$ cat config.mk
export PLATFORM = sky130hd
export DESIGN_NAME = i2cq_frontend
export DESIGN_NICKNAME = d
export VERILOG_FILES = /design/src/rtl/i2cq_pkg.sv /design/src/rtl/i2cq_fifo.sv /design/src/rtl/i2cq_enable.sv /design/src/rtl/i2cq_frontend.sv
export SDC_FILE = /design/constraint.sdc
export NUM_CORES = 1
export LEC_CHECK = 0
export BUFFER_PORTS_ARGS = -buffer_cell sky130_fd_sc_hd__buf_2
export CAP_MARGIN = 0
export CORE_MARGIN = 2
export CORE_UTILIZATION = 44
export CTS_CLUSTER_SIZE = 16
export DETAILED_ROUTE_END_ITERATION = 10
export GPL_ROUTABILITY_DRIVEN = 0
export MAX_ROUTING_LAYER = met4
export SETUP_SLACK_MARGIN = 0.3
export SLEW_MARGIN = 20
export SYNTH_ARGS = -nofsm -noshare
export SYNTH_HDL_FRONTEND = slang
export SYNTH_SLANG_ARGS = --single-unit
$ cat constraint.sdc
create_clock -name clk -period 2.3 [get_ports clk]
set_clock_uncertainty 0.05 [all_clocks]
set_input_delay 0.575 -clock clk [delete_from_list [all_inputs] [get_ports clk]]
set_output_delay 0.575 -clock clk [all_outputs]
set_load 0.02 [all_outputs]
$ cat src/rtl/i2cq_pkg.sv
package i2cq_pkg;

    // Command word layout; bit order is the programming model.
    typedef struct packed {
        logic       restart;   // bit 10
        logic       stop;      // bit 9
        logic       rd;        // bit 8
        logic [7:0] data;      // bits 7:0
    } cmd_t;

    localparam int CMD_W = $bits(cmd_t);

    // Payload shown to the engine: read requests carry no data.
    function automatic logic [7:0] cmd_payload(cmd_t c);
        return c.rd ? 8'h00 : c.data;
    endfunction

endpackage

$ cat src/rtl/i2cq_fifo.sv
module i2cq_fifo #(
    parameter int DEPTH = 8,
    parameter int WIDTH = 8,
    localparam int LW = $clog2(DEPTH + 1)
) (
    input  logic             clk,
    input  logic             rst,
    input  logic             flush,
    input  logic             push,
    input  logic [WIDTH-1:0] din,
    input  logic             pop,
    output logic [WIDTH-1:0] dout,
    output logic [LW-1:0]    level,
    output logic             full,
    output logic             empty
);
    localparam int AW = (DEPTH > 1) ? $clog2(DEPTH) : 1;

    logic [WIDTH-1:0] mem [DEPTH];
    logic [AW-1:0]    wp, rp;
    logic [LW-1:0]    cnt;
    logic             do_push, do_pop;

    function automatic logic [AW-1:0] bump(logic [AW-1:0] p);
        return (p == AW'(DEPTH - 1)) ? '0 : p + 1'b1;
    endfunction

    assign full    = (cnt == LW'(DEPTH));
    assign empty   = (cnt == '0);
    assign do_push = push && !full;
    assign do_pop  = pop && !empty;
    assign dout    = mem[rp];
    assign level   = cnt;

    always_ff @(posedge clk) begin
        if (rst || flush) begin
            wp  <= '0;
            rp  <= '0;
            cnt <= '0;
        end else begin
            if (do_push) wp <= bump(wp);
            if (do_pop)  rp <= bump(rp);
            case ({do_push, do_pop})
                2'b10:   cnt <= cnt + 1'b1;
                2'b01:   cnt <= cnt - 1'b1;
                default: cnt <= cnt;
            endcase
        end
    end

    always_ff @(posedge clk) begin
        if (do_push && !flush) mem[wp] <= din;
    end

    // occupancy never exceeds the storage
    p_level_bound_r2: assert property (@(posedge clk) disable iff (rst)
        level <= LW'(DEPTH));

    // a push into a full queue with no pop leaves it full, no wrap
    p_no_overflow_r3: assert property (@(posedge clk) disable iff (rst)
        (full && push && !pop && !flush) |=> full);

endmodule

$ cat src/rtl/i2cq_enable.sv
module i2cq_enable (
    input  logic clk,
    input  logic rst,
    input  logic en_req,
    input  logic eng_busy,
    output logic en_stat
);
    always_ff @(posedge clk) begin
        if (rst)            en_stat <= 1'b0;
        else if (!eng_busy) en_stat <= en_req;
    end

    // state only moves while the engine is idle
    p_en_hold_r8: assert property (@(posedge clk) disable iff (rst)
        eng_busy |=> $stable(en_stat));

endmodule

$ cat src/rtl/i2cq_frontend.sv
module i2cq_frontend #(
    parameter int DEPTH = 8,
    localparam int LW = $clog2(DEPTH + 1)
) (
    input  logic          clk,
    input  logic          rst,
    input  logic          wr_en,
    input  logic [10:0]   wr_cmd,
    input  logic          rd_en,
    output logic [7:0]    rd_data,
    input  logic [LW-1:0] tx_thr,
    input  logic [LW-1:0] rx_thr,
    input  logic          enable_req,
    output logic          enable_stat,
    output logic [LW-1:0] tx_level,
    output logic [LW-1:0] rx_level,
    output logic          tx_empty_irq,
    output logic          rx_full_irq,
    output logic          tx_ovf,
    output logic          rx_unf,
    output logic          cmd_valid,
    input  logic          cmd_ready,
    output logic [7:0]    cmd_data,
    output logic          cmd_read,
    output logic          cmd_stop,
    output logic          cmd_restart,
    input  logic          eng_busy,
    input  logic          rx_valid,
    input  logic [7:0]    rx_byte,
    input  logic          abort
);
    import i2cq_pkg::*;

    cmd_t       tx_head;
    logic [7:0] rx_head;
    logic       tx_full, tx_empty, rx_full, rx_empty;
    logic       flush_all;

    i2cq_enable u_en (
        .clk     (clk),
        .rst     (rst),
        .en_req  (enable_req),
        .eng_busy(eng_busy),
        .en_stat (enable_stat)
    );

    assign flush_all = abort || !enable_stat;

    i2cq_fifo #(.DEPTH(DEPTH), .WIDTH(CMD_W)) u_txq (
        .clk  (clk),
        .rst  (rst),
        .flush(flush_all),
        .push (wr_en),
        .din  (wr_cmd),
        .pop  (cmd_valid && cmd_ready),
        .dout (tx_head),
        .level(tx_level),
        .full (tx_full),
        .empty(tx_empty)
    );

    i2cq_fifo #(.DEPTH(DEPTH), .WIDTH(8)) u_rxq (
        .clk  (clk),
        .rst  (rst),
        .flush(flush_all),
        .push (rx_valid),
        .din  (rx_byte),
        .pop  (rd_en),
        .dout (rx_head),
        .level(rx_level),
        .full (rx_full),
        .empty(rx_empty)
    );

    assign cmd_valid    = enable_stat && !tx_empty;
    assign cmd_data     = cmd_payload(tx_head);
    assign cmd_read     = tx_head.rd;
    assign cmd_stop     = tx_head.stop;
    assign cmd_restart  = tx_head.restart;
    assign rd_data      = rx_empty ? 8'h00 : rx_head;
    assign tx_empty_irq = (tx_level <= tx_thr);
    assign rx_full_irq  = (rx_level > rx_thr);

    always_ff @(posedge clk) begin
        if (rst) begin
            tx_ovf <= 1'b0;
            rx_unf <= 1'b0;
        end else begin
            tx_ovf <= wr_en && tx_full;
            rx_unf <= rd_en && rx_empty;
        end
    end

    // an abort leaves both queues empty on the next cycle
    p_abort_flush_r5: assert property (@(posedge clk) disable iff (rst)
        abort |=> (tx_level == '0) && (rx_level == '0));

    // a disabled block holds nothing after the edge
    p_disabled_empty_r9: assert property (@(posedge clk) disable iff (rst)
        !enable_stat |=> (tx_level == '0) && (rx_level == '0));

    // an underflow pulse is always caused by a pop
    p_unf_cause_r4: assert property (@(posedge clk) disable iff (rst)
        rx_unf |-> $past(rd_en));

    // an offered command is held until the engine takes it
    p_hold_cmd_r10: assert property (@(posedge clk) disable iff (rst)
        (cmd_valid && !cmd_ready && !abort && enable_req) |=>
            (cmd_valid && $stable(cmd_data) && $stable(cmd_read)
             && $stable(cmd_stop) && $stable(cmd_restart)));

endmodule

# After elaboration in Yosys (flattened, before gate mapping)
# Memories as Yosys holds them, arrays and structs flattened. A register that Yosys moved wholly into a read port is not among the register bits.
# Cells that the tools add are included.
# Widths: inputs -> output; s select.
totals:
  romBits: 0
  mem_bits_rw: 152
  memories: 2
  latchBits: 0
  regBits: 23
memory_table:
  columns: ["name", "words", "width", "read_ports", "rd_ports_with_merged_regs", "write_ports", "line", "rtl"]
  rows:
  - ["u_txq.mem", 8, 11, 1, 1, 1, "i2cq_fifo.sv:19", "logic [WIDTH-1:0] mem [DEPTH];"]
  - ["u_rxq.mem", 8, 8, 1, 1, 1, "i2cq_fifo.sv:19", null]
classes:
  n_mul: 0
  mux: 16
  n_lt_le_gt_ge: 2
  n_reduce_logical: 22
  n_eq_ne: 10
  n_div: 0
  shift: 0
  addsub: 8
  n_bitwise: 0
ops:
  columns: ["op", "count"]
  rows:
  - ["$mux 3", 8]
  - ["$mux 8", 2]
  - ["$pmux 4 s2", 2]
  - ["$add 3x1->3 const B", 4]
  - ["$eq 3x3->1 const B", 4]
  - ["$logic_and 1x1->1", 10]
  - ["$add 4x1->4 const B", 2]
  - ["$eq 4x4->1 const B", 2]
  - ["$logic_not 4->1", 2]
  - ["$sub 4x1->4 const B", 2]
  - ["$logic_not 1->1", 6]
  - ["$eq 2x1->1 const B", 2]
  - ["$eq 2x2->1 const B", 2]
  - ["$gt 4x4->1", 1]
  - ["$le 4x4->1", 1]
  - ["$mux 1", 4]
  - ["$reduce_bool 2->1", 2]
  - ["$logic_or 1x1->1", 2]

# Depth between registers and ports, before layout
logic_depth:
  depth_word: 7
  depth_mapped: 11

# Modules after synthesis
# From an unflattened synthesis, not the netlist that was laid out.
hier_totals:
  cells_unflattened: 435
  area_unflattened_um2: 7468.4
by_module_without_submodules:
  columns: ["mod", "area_each_um2", "cells_per_inst", "seq_area_each_um2", "instances"]
  rows:
  - ["i2cq_fifo at u_txq", 3973.8, 207, 2902.8, 1]
  - ["i2cq_fifo at u_rxq", 3089.2, 174, 2182.1, 1]
  - ["i2cq_frontend", 371.6, 51, 40.0, 1]
  - ["i2cq_enable", 33.8, 3, 20.0, 1]

# Least setup slack after synthesis
# Ideal clock, no wire load.
synth_timing:
  path_type: "register to register"
  from: "reg u_txq.cnt[1] (netlist: u_txq.level[1])"
  to: "reg u_txq.cnt[2] (netlist: u_txq.level[2])"
  synth_period_minus_slack_ps: 2601
  setup_slack_ps: -301
  arrival_ps: 2481
  setup_ps: 70
  stages_incl_launch_ff: 12
  required_time_ps: 2180
  cell_sequence: "dfxtp_1 buf_6 o41a_1 nand2_1 inv_1 ha_1 xor2_1 ha_1 a21oi_1 xor2_1 or3_1 a21oi_1"
synth_via:
  elab_chain_len: 7
  elab_cells_between_ends: 14
  cone_classes: "add/sub (2); eq/ne (3); mux (1); reduce/logical (8)"
synth_rtl:
  columns: ["item", "line", "rtl"]
  rows:
  - ["start: declaration", "i2cq_fifo.sv:21", "logic [LW-1:0] cnt;"]
  - ["start signal: assignment", "i2cq_fifo.sv:44", "2'b10: cnt <= cnt + 1'b1;"]
  - ["start signal: assignment", "i2cq_fifo.sv:45", "2'b01: cnt <= cnt - 1'b1;"]
  - ["start signal: assignment", "i2cq_fifo.sv:46", "default: cnt <= cnt;"]
  - ["$logic_not 4->1 *", "i2cq_fifo.sv:29", "assign empty = (cnt == '0);"]
  - ["$logic_not 1->1 *", "i2cq_frontend.sv:75", "assign cmd_valid = enable_stat && !tx_empty;"]
  - ["$logic_and 1x1->1 *", "i2cq_frontend.sv:75", null]
  - ["via cmd_valid", "i2cq_frontend.sv:21", "output logic cmd_valid,"]
  - ["$logic_and 1x1->1 *", "i2cq_frontend.sv:55", ".pop (cmd_valid && cmd_ready),"]
  - ["$logic_and 1x1->1 *", "i2cq_fifo.sv:31", "assign do_pop = pop && !empty;"]
  - ["$eq 2x1->1 / $eq 2x2->1 (equally long branches)", "i2cq_fifo.sv:43", "case ({do_push, do_pop})"]
  - ["$pmux 4 s2 / $reduce_bool 2->1 (equally long branches)", null, null]
# The timed path passes the listed nets; every way through them passes the cells marked *.
# A chain may end at the register's enable or synchronous reset.

==> run metrics <==
biggest cell delay along the critical path=0.50 ns; critical path, cell by cell=buf_8 -> mux4_2 -> mux2_4 -> buf_6; Finish-stage setup viols=22; Synth warnings=0; routed length per placed instance=19.3 µm; proportion of synthesized chip area in sequential cells=0.685; leftover overflow at the end of global routing=0; Cell Area, Placed=0.00854 mm²; cell with the largest stage delay on the worst path=sky130_fd_sc_hd__mux4_2; Worst Path Buf+Inv=2; die outline height=135 µm; number of vias per cell after detailed routing=5.27; Final Cell Area=0.0100 mm²; I/O pin count=69; P per Cell Area=654 mW/mm²; ys flop type=sky130_fd_sc_hd__edfxtp_1; kind of capture point of the worst setup path=output port; leading cell type by number of instances after synthesis=sky130_fd_sc_hd__edfxtp_1; layout net count=638; area of the core region=0.0166 mm²; asr flop ratio synth=0; highest attainable clock frequency=399 MHz; Post-Synthesis Net Count=499; clock tree from TritonCTS=built; layout cell share with drive strength beyond 1=0.485; measured slew at the worst slew-check pin=0.370 ns; static power due to leakage=3.47 nW; initial core utilization=0.451; Synth Register Bits=181; number of cells after detailed placement=741; number of antenna violations at the first check in global routing=0; global-route wire length before repair=24.1 mm; core occupancy in the finished layout=0.601; worst-path maximum fanout=6; Worst Path Required=1.67 ns; synth cell count leaders=sky130_fd_sc_hd__edfxtp_1, sky130_fd_sc_hd__nor2_1, sky130_fd_sc_hd__dfxtp_1; relative contribution of sequential cells to total power=0.543; clock network fraction of total power=0.428; minimum clock period after layout=2.50 ns; total of fill cells in the finished design=1200; length of the first detailed-routing pass in iterations=4; number of H-tree branching levels=4; arrival time worst endpoint=1.88 ns; share of the synthesized area in the top cell type=0.608; post-route ant nets=0; number of non-filler instances in the completed layout=812; relative slew slack=0.750; vias post-DR=4279; vias in the first global route=4449; n_diodes=0; max capacitance violation total=0; post-synthesis instance area=0.00751 mm²; final worst slack=-0.205 ns; buffers from clock root to sink, at most=2; Max Slew Vio Count=0; drt drc=0; failing checks=negative setup slack; Die X-Extent=135 µm; CTS sink count=181; crit path capture=cmd_stop; register-to-register setup slack=-0.01 ns; number of rows in the core area=47; setup repair after global routing missed its margin=yes; total net switching power=1.38 mW; internal power of the cells=5.16 mW; main area contributors after synthesis=sky130_fd_sc_hd__edfxtp_1, sky130_fd_sc_hd__mux4_2, sky130_fd_sc_hd__dfxtp_1; TNS Setup=-3.43 ns; number of endpoints with negative hold slack in the final report=0; overall track demand over capacity in global routing=0.186; number of distinct standard cells referenced by the synthesized netlist=45; worst vdd ir=509 µV; register clock-pin slew on the reported worst setup and hold paths=0.07 ns; outcome=finished, violations left; Total Die Area=0.0181 mm²; Post-Synthesis Cells=440; worst flop-to-flop path startpoint=u_txq.level[1]; number of I/O port buffers=68; initial detailed-routing violation count=290; kind of start point of the critical path=register; number of stages on the worst setup path=4; family with the most delay on the worst path=multiplexers; Worst Reg2Reg Path Length in Cells=10; hold buffer count at cts=0; class of the most critical setup path=reg -> out; worst hold path class=in -> reg; largest net degree at the start of global routing=20; WL final=15.7 mm; detailed placer's ending HPWL=9.34 mm; period utilisation layout=1.09; area delta synth->final=33.3%; clock root buffer=sky130_fd_sc_hd__clkbuf_16; minimum setup slack after placement=-0.117 ns; end of the worst register-to-register path=u_txq.level[2]; post-synthesis area per instance=17.1 µm²; number of enable flip-flop cells after synthesis=152; clock latency at the later pin of the worst-skew pair=0.43 ns; Yosys top cell by area=sky130_fd_sc_hd__edfxtp_1; switch share=0.212; number of buffers inserted during clock tree synthesis=17; part of the power in combinational logic=0.029
[power groups by stage]
stage | sequential, mW | clock [mW] | combinational (mW)
after global placement | 3.63 | 0 | 0.147
after CTS | 3.55 | 2.86 | 0.182
after detailed placement | 3.63 | 0 | 0.156
after global routing | 3.55 | 2.98 | 0.211
after floorplan | 3.63 | 0 | 0.0632
final | 3.55 | 2.80 | 0.193
[layer usage]
metal | wire length [µm] | share of wire | vias up | track usage
li1 | - | - | 2002 | -
met1 | 6610 | 0.42 | 2177 | 0.217
met2 | 8440 | 0.54 | 85 | 0.328
met3 | 467 | 0.030 | 15 | 0.0353
met4 | 161 | 0.010 | 0 | 0.0579
met5 | 0 | 0 | - | -
[flip-flops by register name, summed over array words and instances (netlist names), named ones only]
signal and cells:
rx_unf 1, tx_ovf 1, u_rxq.mem 64, u_rxq.wp 3
u_txq.level 4, u_rxq.rp 3, u_txq.wp 3, u_txq.rp 3
u_rxq.level 4, u_en.en_stat 1, u_txq.mem 88
[area by class of cell]
| cell class | count | area [µm²] | area share |
|---|---|---|---|
| Clock buffer | 18 | 429 | 0.0429 |
| Timing Repair Buffer | 137 | 1320 | 0.132 |
| Tap cell | 220 | 275 | 0.0275 |
| Clock inverter | 14 | 149 | 0.0149 |
| Timing Repair inverter | 1 | 8.76 | 0.000876 |
| Sequential cell | 181 | 5180 | 0.518 |
| Multi-Input combinational cell | 225 | 2560 | 0.256 |
| Inverter | 16 | 75.1 | 0.00750 |
[what timing repair did]
item | 4_1_cts | 5_1_grt
endpoints found under the setup margin | 72 | 134
pin swaps | 32 | 19
buffers inserted | 21 | 11
gates cloned | 5 | 2
resized for setup | 78 | 56
[cell families (layout without fill, tap and decap cells)]
group	after synthesis	in the layout	share of synthesized area
buffers and inverters	34	186	0.0243
muxes	57	57	0.143
and+or+nand+nor	103	103	0.0707
AOI/OAI and AO/OA	37	37	0.0317
xor gates and xnor gates	5	5	0.00583
DFF	181	181	0.685
adders and majority gates	23	23	0.0393
[worst min-delay path by stage]
| stage | start | end | slack (ns) | cells past startpoint |
|---|---|---|---|---|
| finish | rst | u_en.en_stat | 0.33 | 2 |
| global route | rst | tx_ovf | 0.34 | 2 |
| CTS | rst | u_en.en_stat | 0.32 | 2 |
| detailed placement | u_txq.rp[2] | register | 0.43 | 2 |
| global placement | u_rxq.wp[1] | u_rxq.wp[1] | 0.42 | 2 |
| floorplan | u_txq.rp[1] | register | 0.40 | 2 |
[worst reg2reg max path, delay by kind of cell (launching register included)]
| kind | cells | cell delay, ns |
|---|---|---|
| xor gates and xnor gates | 2 | 0.30 |
| adders and majority gates | 2 | 0.32 |
| buffers and inverters | 1 | 0.12 |
| AOI/OAI and AO/OA | 2 | 0.15 |
| DFF | 1 | 0.36 |
| and+or+nand+nor | 3 | 0.94 |
[per-stage QoR]
stage          hold WS (ns)  power [mW]
2_1_floorplan         0.400        3.70
3_3_place_gp          0.416        3.78
3_5_place_dp          0.433        3.79
4_1_cts               0.317        6.59
5_1_grt               0.339        6.74
6_report              0.327        6.54
[layout by cell type, fill, tap and decap left out, types with 7 or more instances in the layout]
cell / count
sky130_fd_sc_hd__o21ai_2: 7
sky130_fd_sc_hd__nor2_1: 23
sky130_fd_sc_hd__nand3_1: 11
sky130_fd_sc_hd__dfxtp_4: 9
sky130_fd_sc_hd__mux2i_1: 16
sky130_fd_sc_hd__ha_4: 8
sky130_fd_sc_hd__dfxtp_1: 18
sky130_fd_sc_hd__mux4_2: 34
sky130_fd_sc_hd__buf_4: 25
sky130_fd_sc_hd__nand2_1: 15
sky130_fd_sc_hd__clkbuf_16: 21
sky130_fd_sc_hd__a21oi_1: 12
sky130_fd_sc_hd__buf_6: 40
sky130_fd_sc_hd__inv_1: 9
sky130_fd_sc_hd__ha_1: 13
sky130_fd_sc_hd__buf_2: 52
sky130_fd_sc_hd__buf_12: 12
sky130_fd_sc_hd__edfxtp_1: 152
sky130_fd_sc_hd__nor2_4: 9
(Power assumes the default switching activity.)
